===== src/rtl/cgv_pkg.sv =====
package cgv_pkg;
    timeunit 1ns;
    timeprecision 1ps;

    typedef logic [7:0] byte_t;

    typedef enum logic [1:0] {
        LREQ_NONE = 2'd0,
        LREQ_L1   = 2'd1,
        LREQ_L2   = 2'd2,
        LREQ_L3   = 2'd3
    } lock_req_e;

    typedef struct packed {
        logic [2:0] bits;
        logic       err;
    } lock_state_t;

    typedef struct packed {
        logic  valid;
        byte_t data;
    } rd_stage_t;

    function automatic byte_t unscramble(byte_t code, byte_t key);
        return ~(code ^ key);
    endfunction
endpackage


===== src/rtl/cgv_lock_ctrl.sv =====
module cgv_lock_ctrl
    import cgv_pkg::*;
(
    input  logic       clk,
    input  logic       rst_n,
    input  logic       req_i,
    input  logic [1:0] sel_i,
    output logic [2:0] bits_o,
    output logic       err_o
);
    timeunit 1ns;
    timeprecision 1ps;

    lock_state_t st_d, st_q;

    always_comb begin
        st_d     = st_q;
        st_d.err = 1'b0;
        if (req_i) begin
            case (lock_req_e'(sel_i))
                LREQ_L1: st_d.bits[0] = 1'b1;
                LREQ_L2: begin
                    if (st_q.bits[0]) st_d.bits[1] = 1'b1;
                    else              st_d.err     = 1'b1;
                end
                LREQ_L3: begin
                    if (st_q.bits[1]) st_d.bits[2] = 1'b1;
                    else              st_d.err     = 1'b1;
                end
                default: ;
            endcase
        end
    end

    always_ff @(posedge clk or negedge rst_n) begin
        if (!rst_n) st_q <= '0;
        else        st_q <= st_d;
    end

    assign bits_o = st_q.bits;
    assign err_o  = st_q.err;

    // once set, a lock bit stays set until reset
    p_bits_keep_r7: assert property (@(posedge clk) disable iff (!rst_n)
        &(st_q.bits | ~$past(st_q.bits)));
    // higher locks imply the lower ones
    p_chain_l2_r6: assert property (@(posedge clk) disable iff (!rst_n)
        st_q.bits[1] |-> st_q.bits[0]);
    p_chain_l3_r6: assert property (@(posedge clk) disable iff (!rst_n)
        st_q.bits[2] |-> st_q.bits[1]);
    // an error only follows a request for lock 2 or 3
    p_err_cause_r6: assert property (@(posedge clk) disable iff (!rst_n)
        st_q.err |-> ($past(req_i) && $past(sel_i) >= 2'd2));
    // a rejected request leaves the bits untouched
    p_reject_hold_r6: assert property (@(posedge clk) disable iff (!rst_n)
        st_q.err |-> $stable(st_q.bits));
endmodule


===== src/rtl/cgv_mask_table.sv =====
module cgv_mask_table
    import cgv_pkg::*;
#(
    parameter  int DEPTH = 64,
    localparam int IDX_W = $clog2(DEPTH)
) (
    input  logic             clk,
    input  logic             rst_n,
    input  logic             we_i,
    input  logic [IDX_W-1:0] widx_i,
    input  byte_t            wdata_i,
    input  logic [IDX_W-1:0] ridx_i,
    output byte_t            rdata_o
);
    timeunit 1ns;
    timeprecision 1ps;

    byte_t tbl_d [DEPTH];
    byte_t tbl_q [DEPTH];

    always_comb begin
        tbl_d = tbl_q;
        if (we_i) tbl_d[widx_i] = wdata_i;
    end

    always_ff @(posedge clk or negedge rst_n) begin
        if (!rst_n) begin
            for (int i = 0; i < DEPTH; i++) tbl_q[i] <= 8'hFF;
        end else begin
            tbl_q <= tbl_d;
        end
    end

    assign rdata_o = tbl_q[ridx_i];

    // an accepted write lands in the indexed entry
    p_tbl_write_r4: assert property (@(posedge clk) disable iff (!rst_n)
        we_i |=> tbl_q[$past(widx_i)] == $past(wdata_i));
endmodule


===== src/rtl/cgv_code_store.sv =====
module cgv_code_store
    import cgv_pkg::*;
#(
    parameter  int ADDR_W = 8,
    localparam int DEPTH  = 1 << ADDR_W
) (
    input  logic              clk,
    input  logic              rst_n,
    input  logic              we_i,
    input  logic [ADDR_W-1:0] waddr_i,
    input  byte_t             wdata_i,
    input  logic [ADDR_W-1:0] raddr_i,
    output byte_t             rdata_o
);
    timeunit 1ns;
    timeprecision 1ps;

    byte_t mem_d [DEPTH];
    byte_t mem_q [DEPTH];

    always_comb begin
        mem_d = mem_q;
        if (we_i) mem_d[waddr_i] = wdata_i;
    end

    always_ff @(posedge clk) begin
        mem_q <= mem_d;
    end

    assign rdata_o = mem_q[raddr_i];

    // a gated write still reaches the array when allowed
    p_store_write_r8: assert property (@(posedge clk) disable iff (!rst_n)
        we_i |=> mem_q[$past(waddr_i)] == $past(wdata_i));
endmodule


===== src/rtl/codeguard_verify.sv =====
module codeguard_verify
    import cgv_pkg::*;
#(
    parameter  int ADDR_W    = 8,
    parameter  int TBL_DEPTH = 64,
    localparam int TBL_IW    = $clog2(TBL_DEPTH)
) (
    input  logic              clk,
    input  logic              rst_n,
    input  logic              prog_we,
    input  logic [ADDR_W-1:0] prog_addr,
    input  logic [7:0]        prog_data,
    input  logic              key_we,
    input  logic [TBL_IW-1:0] key_idx,
    input  logic [7:0]        key_data,
    input  logic              lock_req,
    input  logic [1:0]        lock_sel,
    input  logic              rd_req,
    input  logic [ADDR_W-1:0] rd_addr,
    output logic              rd_valid,
    output logic [7:0]        rd_data,
    output logic [2:0]        lock_state,
    output logic              lock_err,
    output logic              ext_exec_off
);
    timeunit 1ns;
    timeprecision 1ps;

    logic [2:0]        lk_bits;
    logic              lk_err;
    logic              wr_open;
    logic [TBL_IW-1:0] tbl_ridx;
    byte_t             code_byte;
    byte_t             key_byte;
    rd_stage_t         rd_d, rd_q;

    assign wr_open = ~lk_bits[0];

    cgv_lock_ctrl u_lock (
        .clk    (clk),
        .rst_n  (rst_n),
        .req_i  (lock_req),
        .sel_i  (lock_sel),
        .bits_o (lk_bits),
        .err_o  (lk_err)
    );

    cgv_code_store #(.ADDR_W(ADDR_W)) u_store (
        .clk     (clk),
        .rst_n   (rst_n),
        .we_i    (prog_we & wr_open),
        .waddr_i (prog_addr),
        .wdata_i (prog_data),
        .raddr_i (rd_addr),
        .rdata_o (code_byte)
    );

    generate
        if (ADDR_W >= TBL_IW) begin : g_idx_slice
            assign tbl_ridx = rd_addr[TBL_IW-1:0];
        end else begin : g_idx_pad
            assign tbl_ridx = {{(TBL_IW-ADDR_W){1'b0}}, rd_addr};
        end
    endgenerate

    cgv_mask_table #(.DEPTH(TBL_DEPTH)) u_table (
        .clk     (clk),
        .rst_n   (rst_n),
        .we_i    (key_we & wr_open),
        .widx_i  (key_idx),
        .wdata_i (key_data),
        .ridx_i  (tbl_ridx),
        .rdata_o (key_byte)
    );

    always_comb begin
        rd_d       = rd_q;
        rd_d.valid = rd_req;
        if (rd_req) begin
            rd_d.data = lk_bits[1] ? 8'hFF : unscramble(code_byte, key_byte);
        end
    end

    always_ff @(posedge clk or negedge rst_n) begin
        if (!rst_n) rd_q <= '0;
        else        rd_q <= rd_d;
    end

    assign rd_valid     = rd_q.valid;
    assign rd_data      = rd_q.data;
    assign lock_state   = lk_bits;
    assign lock_err     = lk_err;
    assign ext_exec_off = lk_bits[2];

    // valid follows the read strobe by one cycle
    p_valid_rise_r2: assert property (@(posedge clk) disable iff (!rst_n)
        rd_req |=> rd_valid);
    p_valid_fall_r2: assert property (@(posedge clk) disable iff (!rst_n)
        !rd_req |=> !rd_valid);
    // reads under lock 2 show all ones
    p_lock2_ones_r9: assert property (@(posedge clk) disable iff (!rst_n)
        (rd_req && lock_state[1]) |=> rd_data == 8'hFF);
endmodule


===== config.mk =====
export PLATFORM = sky130hd
export DESIGN_NAME = codeguard_verify
export DESIGN_NICKNAME = d
export VERILOG_FILES = /design/src/rtl/cgv_pkg.sv /design/src/rtl/cgv_lock_ctrl.sv /design/src/rtl/cgv_mask_table.sv /design/src/rtl/cgv_code_store.sv /design/src/rtl/codeguard_verify.sv
export SDC_FILE = /design/constraint.sdc
export NUM_CORES = 2
export LEC_CHECK = 0
export BUFFER_PORTS_ARGS = -buffer_cell sky130_fd_sc_hd__buf_2
export CAP_MARGIN = 5
export CORE_ASPECT_RATIO = 0.9
export CORE_MARGIN = 2
export CORE_UTILIZATION = 50
export CTS_BUF_LIST = sky130_fd_sc_hd__clkbuf_16
export DETAILED_ROUTE_END_ITERATION = 10
export PLACE_DENSITY = 0.72
export RECOVER_POWER = 100
export SLEW_MARGIN = 30
export SYNTH_ARGS = -nofsm -noshare
export SYNTH_HDL_FRONTEND = slang
export SYNTH_HIERARCHICAL = 1
export SYNTH_SLANG_ARGS = --single-unit

===== constraint.sdc =====
create_clock -name clk -period 2.5 [get_ports clk]
set_input_delay 0.5 -clock clk [delete_from_list [all_inputs] [get_ports clk]]
set_output_delay 0.5 -clock clk [all_outputs]
set_load 0.005 [all_outputs]

# Word-level counts from Yosys, hierarchy flattened
# Cells that the tools add are included.
[op_classes]
addsub = 0
n_mul = 0
n_div = 0
order_cmp = 6
eq_ne = 3
n_shift = 0
muxes = 17
bitwise_logic = 9
reduce_logical = 5
[ops]
columns = ["op", "count"]
rows = [
  ["$bwmux W2048", 1],
  ["$bwmux W512", 1],
  ["$bmux W8 S8", 1],
  ["$demux W8 S8", 1],
  ["$mux W8", 7],
  ["$bmux W8 S6", 1],
  ["$demux W8 S6", 1],
  ["$ge A9 B9 Y1 const B", 2],
  ["$not A8 Y9", 2],
  ["$ge A7 B7 Y1 const B", 2],
  ["$not A6 Y7", 2],
  ["$lt A9 B1 Y1 const B", 1],
  ["$not A8 Y8", 1],
  ["$xor A8 B8 Y8", 1],
  ["$lt A7 B1 Y1 const B", 1],
  ["$reduce_and A3 Y1", 2],
  ["$eq A2 B2 Y1 const B", 2],
  ["$mux W1", 3],
  ["$and A1 B1 Y1", 2],
  ["$eq A2 B1 Y1 const B", 1],
  ["$logic_and A1 B1 Y1", 2],
  ["$pmux W1 S2", 1],
  ["$reduce_and A2 Y1", 1],
  ["$not A1 Y1", 1],
]
[word_totals]
ff_bits = 2573
latchBits = 0
mem_bits_rw = 0
mem_bits_ro = 0
input_bits = 46
out_inout_bits = 14
word_cells = 366
n_memories = 0

# Depth between registers and ports, before layout
[logic_depth]
ltp_word = 7
ltp_mapped = 13
depth_no_buf = 8

# Hierarchy
# The synthesis kept the hierarchy.
[by_module_without_submodules]
columns = ["mod", "n_inst", "cells_each", "area_per_inst_um2", "seq_area_each_um2"]
rows = [
  ["cgv_code_store", 1, 3805, 79284.8, 61499.0],
  ["cgv_mask_table", 1, 1499, 24237.0, 13452.9],
  ["codeguard_verify", 1, 39, 436.7, 225.2],
  ["cgv_lock_ctrl", 1, 11, 152.6, 100.1],
]

# Worst setup path after synthesis
# No wires, ideal clock.
[synth_timing]
path_type = "input to register"
startpoint = "input rd_addr[0]"
endpoint = "register rd_q (netlist bit rd_data[4])"
setup_time_ps = 73
t_arrival_ps = 2495
required_time_ps = 2427
slack_ps = -68
cell_stages = 10
n_path_buf = 3
cell_sequence = "buf_6 > buf_6 > buf_4 > mux4_2 > a22oi_1 > nand2_1 > a2111oi_0 > nor4_1 > xor2_1 > a21oi_2"
[synth_via]
elab_chain_cells = 7
elab_cells_between_ends = 11
classes_between = "mux: 7; bitwise: 4"
[synth_rtl]
columns = ["item", "line_no", "source"]
rows = [
  ["start, declared", "codeguard_verify.sv:19", "input logic [ADDR_W-1:0] rd_addr,"],
  ["$not A8 Y9 (implied by the code)", "cgv_code_store.sv:30", "assign rdata_o = mem_q[raddr_i];"],
  ["$bmux W8 S8", "cgv_code_store.sv:30", ""],
  ["$mux W8 (implied by the code) (2 in a row)", "cgv_code_store.sv:30", ""],
  ["net code_byte[4]", "codeguard_verify.sv:33", "byte_t code_byte;"],
  ["$xor A8 B8 Y8", "cgv_pkg.sv:25", "return ~(code ^ key);"],
  ["$not A8 Y8", "cgv_pkg.sv:25", ""],
  ["$mux W8", "codeguard_verify.sv:80", "rd_d.data = lk_bits[1] ? 8'hFF : unscramble(code_byte, key_byte);"],
  ["end signal, assigned", "codeguard_verify.sv:86", "else rd_q <= rd_d;"],
  ["end, declared", "codeguard_verify.sv:35", "rd_stage_t rd_d, rd_q;"],
]
# The timed path passes the listed nets, and every way through them passes these cells. The select of a mux whose other input is x is not followed.
# A chain may end at the register's enable or synchronous reset.

# Worst setup path in the final report
[layout_timing]
startpoint = "register u_lock.st_q (netlist bit u_lock/bits_o[0])"
endpoint = "register u_table/tbl_q[19] (netlist bit)"
[layout_via]
elab_chain_cells = 2
[layout_rtl]
columns = ["item", "line_no", "source"]
rows = [
  ["start, declared", "cgv_lock_ctrl.sv:14", "lock_state_t st_d, st_q;"],
  ["start signal, assigned", "cgv_lock_ctrl.sv:37", "else st_q <= st_d;"],
  ["$not A1 Y1", "codeguard_verify.sv:37", "assign wr_open = ~lk_bits[0];"],
  ["$and A1 B1 Y1", "codeguard_verify.sv:69", ".we_i (key_we & wr_open),"],
  ["end signal, assigned", "cgv_mask_table.sv:30", "tbl_q <= tbl_d;"],
  ["end, declared", "cgv_mask_table.sv:19", "byte_t tbl_q [DEPTH];"],
]
# No other way between the ends.

==> impl_metrics.ini <==
[run]
cap_viol_max_count = 6

[final_layout]
drive_gt1_share_pct = 45.2
fill_cells = 14800
seq_area_um2 = 75300
area_growth_pct = 16.8
final_cells = 9166
nNetsFinal = 6270
multi_input_area_um2 = 27500

[power_and_ir_drop]
vdd_drop_max_mv = 0.796
power_leakage_nw = 42.4
power_density_nw_per_um2 = 724
p_total_mw = 88.1

[grt]
grt_start_max_net_pins = 82
overflow = 0
grtUsageTotal_pct = 24.5
grt_pass1_wl_um = 385000
grt_pass1_vias = 57300
antenna_found_initial = 14

[drt]
via_per_inst = 6.17
routedWlPerCell_um = 28.5
drc = 0
drt_iter0_drc = 6922
routed_wl_um = 262000
vias = 56500
dr.pass1.iters = 6
detail-route-antenna-nets = 0

[die]
initial_core_util_pct = 50.4
io_pins = 60
fp.dieW_um = 485
num_rows = 158
fp.coreArea_um2 = 206000
die_h_um = 437
dieArea_um2 = 212000

[place]
place_congestion = 0.933
io_buffers = 59
dp_cells = 8684
dp_hpwl_um = 168000

[logic_synthesis]
synth_edf_count = 2048
yosysUniqueCellTypes = 77
yosysSeqAreaShare_pct = 72.3
yosysMostFrequentCell = edfxtp_1
ys_warn_count = 6
syn_inst = 5354
syn-num-nets = 5400
syn-cell-area_um2 = 104000
synth_common_cells = 2,048 x edfxtp_1, 538 x mux4_2, 512 x dfstp_2
yosysTopAreaCell = edfxtp_1
ys_seq_elements = 2573
ys_async_sr_fraction_pct = 20.4
synth_top_area_share_pct = 59.1
ys_top_cells_by_area = edfxtp_1 59%, dfstp_2 13%, mux4_2 12%
synth_flop_cell = edfxtp_1
syn_area_per_cell_um2 = 19.4

[sta]
rsz0062_at_grt = true
setup_violations = 12
period_needed_ns = 2.58
worst_slack_ns = -0.0813
hold_slack_ns = 0.242
drv_slew = 368
slew_headroom_pct = -27.7
clock.fmax_mhz = 387
final.setup.tns_ns = -0.600
fin_worst_skew_ns = 0.0293
hold_violations = 0
worst_pin_slew_ns = 1.92
post-route-period-util_pct = 103

[clock_tree]
cts_made_buffers = 240
cts-root-buf = clkbuf_16
h-tree-depth = 4
cts_tree = yes
clock_latency_ns = 0.88
clock_sinks = 2573
clkSlewWorstSetupHoldPaths_ns = 0.06
clk_path_buf_depth = 3

[worst_setup_path]
cp_data_arrival_time_ns = 3.37
worst_ep_required_time_ns = 3.29
rrSetupSlack_ns = -0.08
r2r_end = u_table/tbl_q[19]$_DFFE_PN1P_
crit_path_start_kind = flip-flop
cp_slowest_stage_delay_ns = 0.51
reg2reg_from = u_lock/bits_o[0]$_DFFE_PN0P_
end_kind = flip-flop
worstSetupPathType = reg -> reg
cp_max_fo = 6
critPathSlowestCell = nand3_1
reg2regPathDepth = 6
critical_path.cell_chain = nor2b_1 > clkbuf_1 > nand3_1 > nor2_1 > buf_4 > mux2_2

[min_path]
min_path_cells = 3
hp-start = prog_addr[1]
hold_path_end = u_store/mem_q[1573]$_DFFE_PP_
hold_class = in -> reg

[outcome]
violations = max-capacitance violations, max-slew violations, negative setup slack
outcome = finished, violations left
==> stage by stage <==
| step | setup slack [ns] | cell area (um2) | util [%] |
|---|---|---|---|
| 6_report | -0.0813 | 122000 | 58.9 |
| 5_1_grt | -0.126 | 122000 | 58.9 |
| 4_1_cts | -0.0921 | 123000 | 59.4 |
| 3_5_place_dp | -1.51 | 114000 | 55.3 |
| 3_3_place_gp | -1.45 | 114000 | 55.3 |
| 2_1_floorplan | -0.0366 | 104000 | - |
==> worst max path at each step <==
stage	start	endpoint	cells after the start	slack, ns
after floorplan	rd_addr[0]	rd_data[4]$_DFFE_PN0P_	10	-0.04
after global placement	rd_addr[0]	rd_data[4]$_DFFE_PN0P_	11	-1.45
after detailed placement	rd_addr[0]	rd_data[4]$_DFFE_PN0P_	11	-1.51
after CTS	u_store/mem_q[1360]$_DFFE_PP_	rd_data[0]$_DFFE_PN0P_	9	-0.09
after global routing	u_lock/bits_o[0]$_DFFE_PN0P_	u_table/tbl_q[19]$_DFFE_PN1P_	6	-0.13
final	u_lock/bits_o[0]$_DFFE_PN0P_	u_table/tbl_q[19]$_DFFE_PN1P_	6	-0.08
==> per-layer routing <==
| metal | vias to the layer above | track usage, % | part of all wire, % |
|---|---|---|---|
| met3 | 465 | 4.76 | 9.3 |
| met2 | 2835 | 38.7 | 48 |
| met1 | 29800 | 34.8 | 40 |
| li1 | 23500 | - | - |
| met4 | 2 | 7.75 | 3.2 |
| met5 | - | 0 | 0.0027 |
==> kinds of logic after synthesis <==
group,synth area share (%)
flops,72.3
mux,19.7
simple gates,2.80
compound gates,3.31
buf+inv,1.84
xor+xnor,0.0673
==> flip-flops by register name, indices dropped and copies added (netlist names) <==
register / flops
u_lock/bits_o: 3
u_table/tbl_q: 512
rd_valid: 1
u_lock/err_o: 1
u_store/mem_q: 2048
rd_data: 8
==> report_power, final <==
part           internal [mW]  switching, mW
sequential              46.8          0.131
combinational           2.16           3.15
clock                   20.0           15.9
total                   69.0           19.1
==> worst max-delay path, delay by kind of cell, from the launching register on <==
family,cells,cell delay [ns]
muxes,1,0.36
buffers and inverters,2,0.47
DFF,1,0.45
and+or+nand+nor,3,1.23
==> layout by cell type, fill, tap and decap left out, drive strengths merged, types with 7 or more instances in the layout <==
master / count
xor2: 8
a2111oi: 8
o31ai: 8
nor2b: 27
mux2: 518
clkinv: 119
o221ai: 41
buf: 668
dfstp: 512
inv: 62
bufinv: 24
a221oi: 22
nand3: 42
diode: 10
o211ai: 12
a21oi: 100
edfxtp: 2048
o22ai: 42
nor3: 7
nor2: 358
nor4: 11
mux4: 547
a211oi: 22
mux2i: 230
nor4b: 10
and3: 9
nor3b: 12
a22o: 21
clkbuf: 541
nand2b: 10
clkinvlp: 11
nand2: 119
o21ai: 41
dlygate4sd3: 7
dfrtp: 13
a22oi: 142
==> what timing repair did <==
item,4_1_cts,5_1_grt
resized for setup,86,57
setup endpoints to repair,8,8
endpoints found under the hold margin,53,0
cloned,3,1
hold buffers,7,0
pin swaps,23,32
buffers inserted,2,8
==> area by class of cell <==
type	instances	area share [%]
flip-flops and latches	2573	61.9
multi-input cells	2427	22.6
repair buffers	979	6.24
clock buffers	241	4.96
well taps	2720	2.80
clock inverters	213	1.46
diodes	10	0.0206
inverters	3	0.00926
Power figures use the tool's default switching activity.
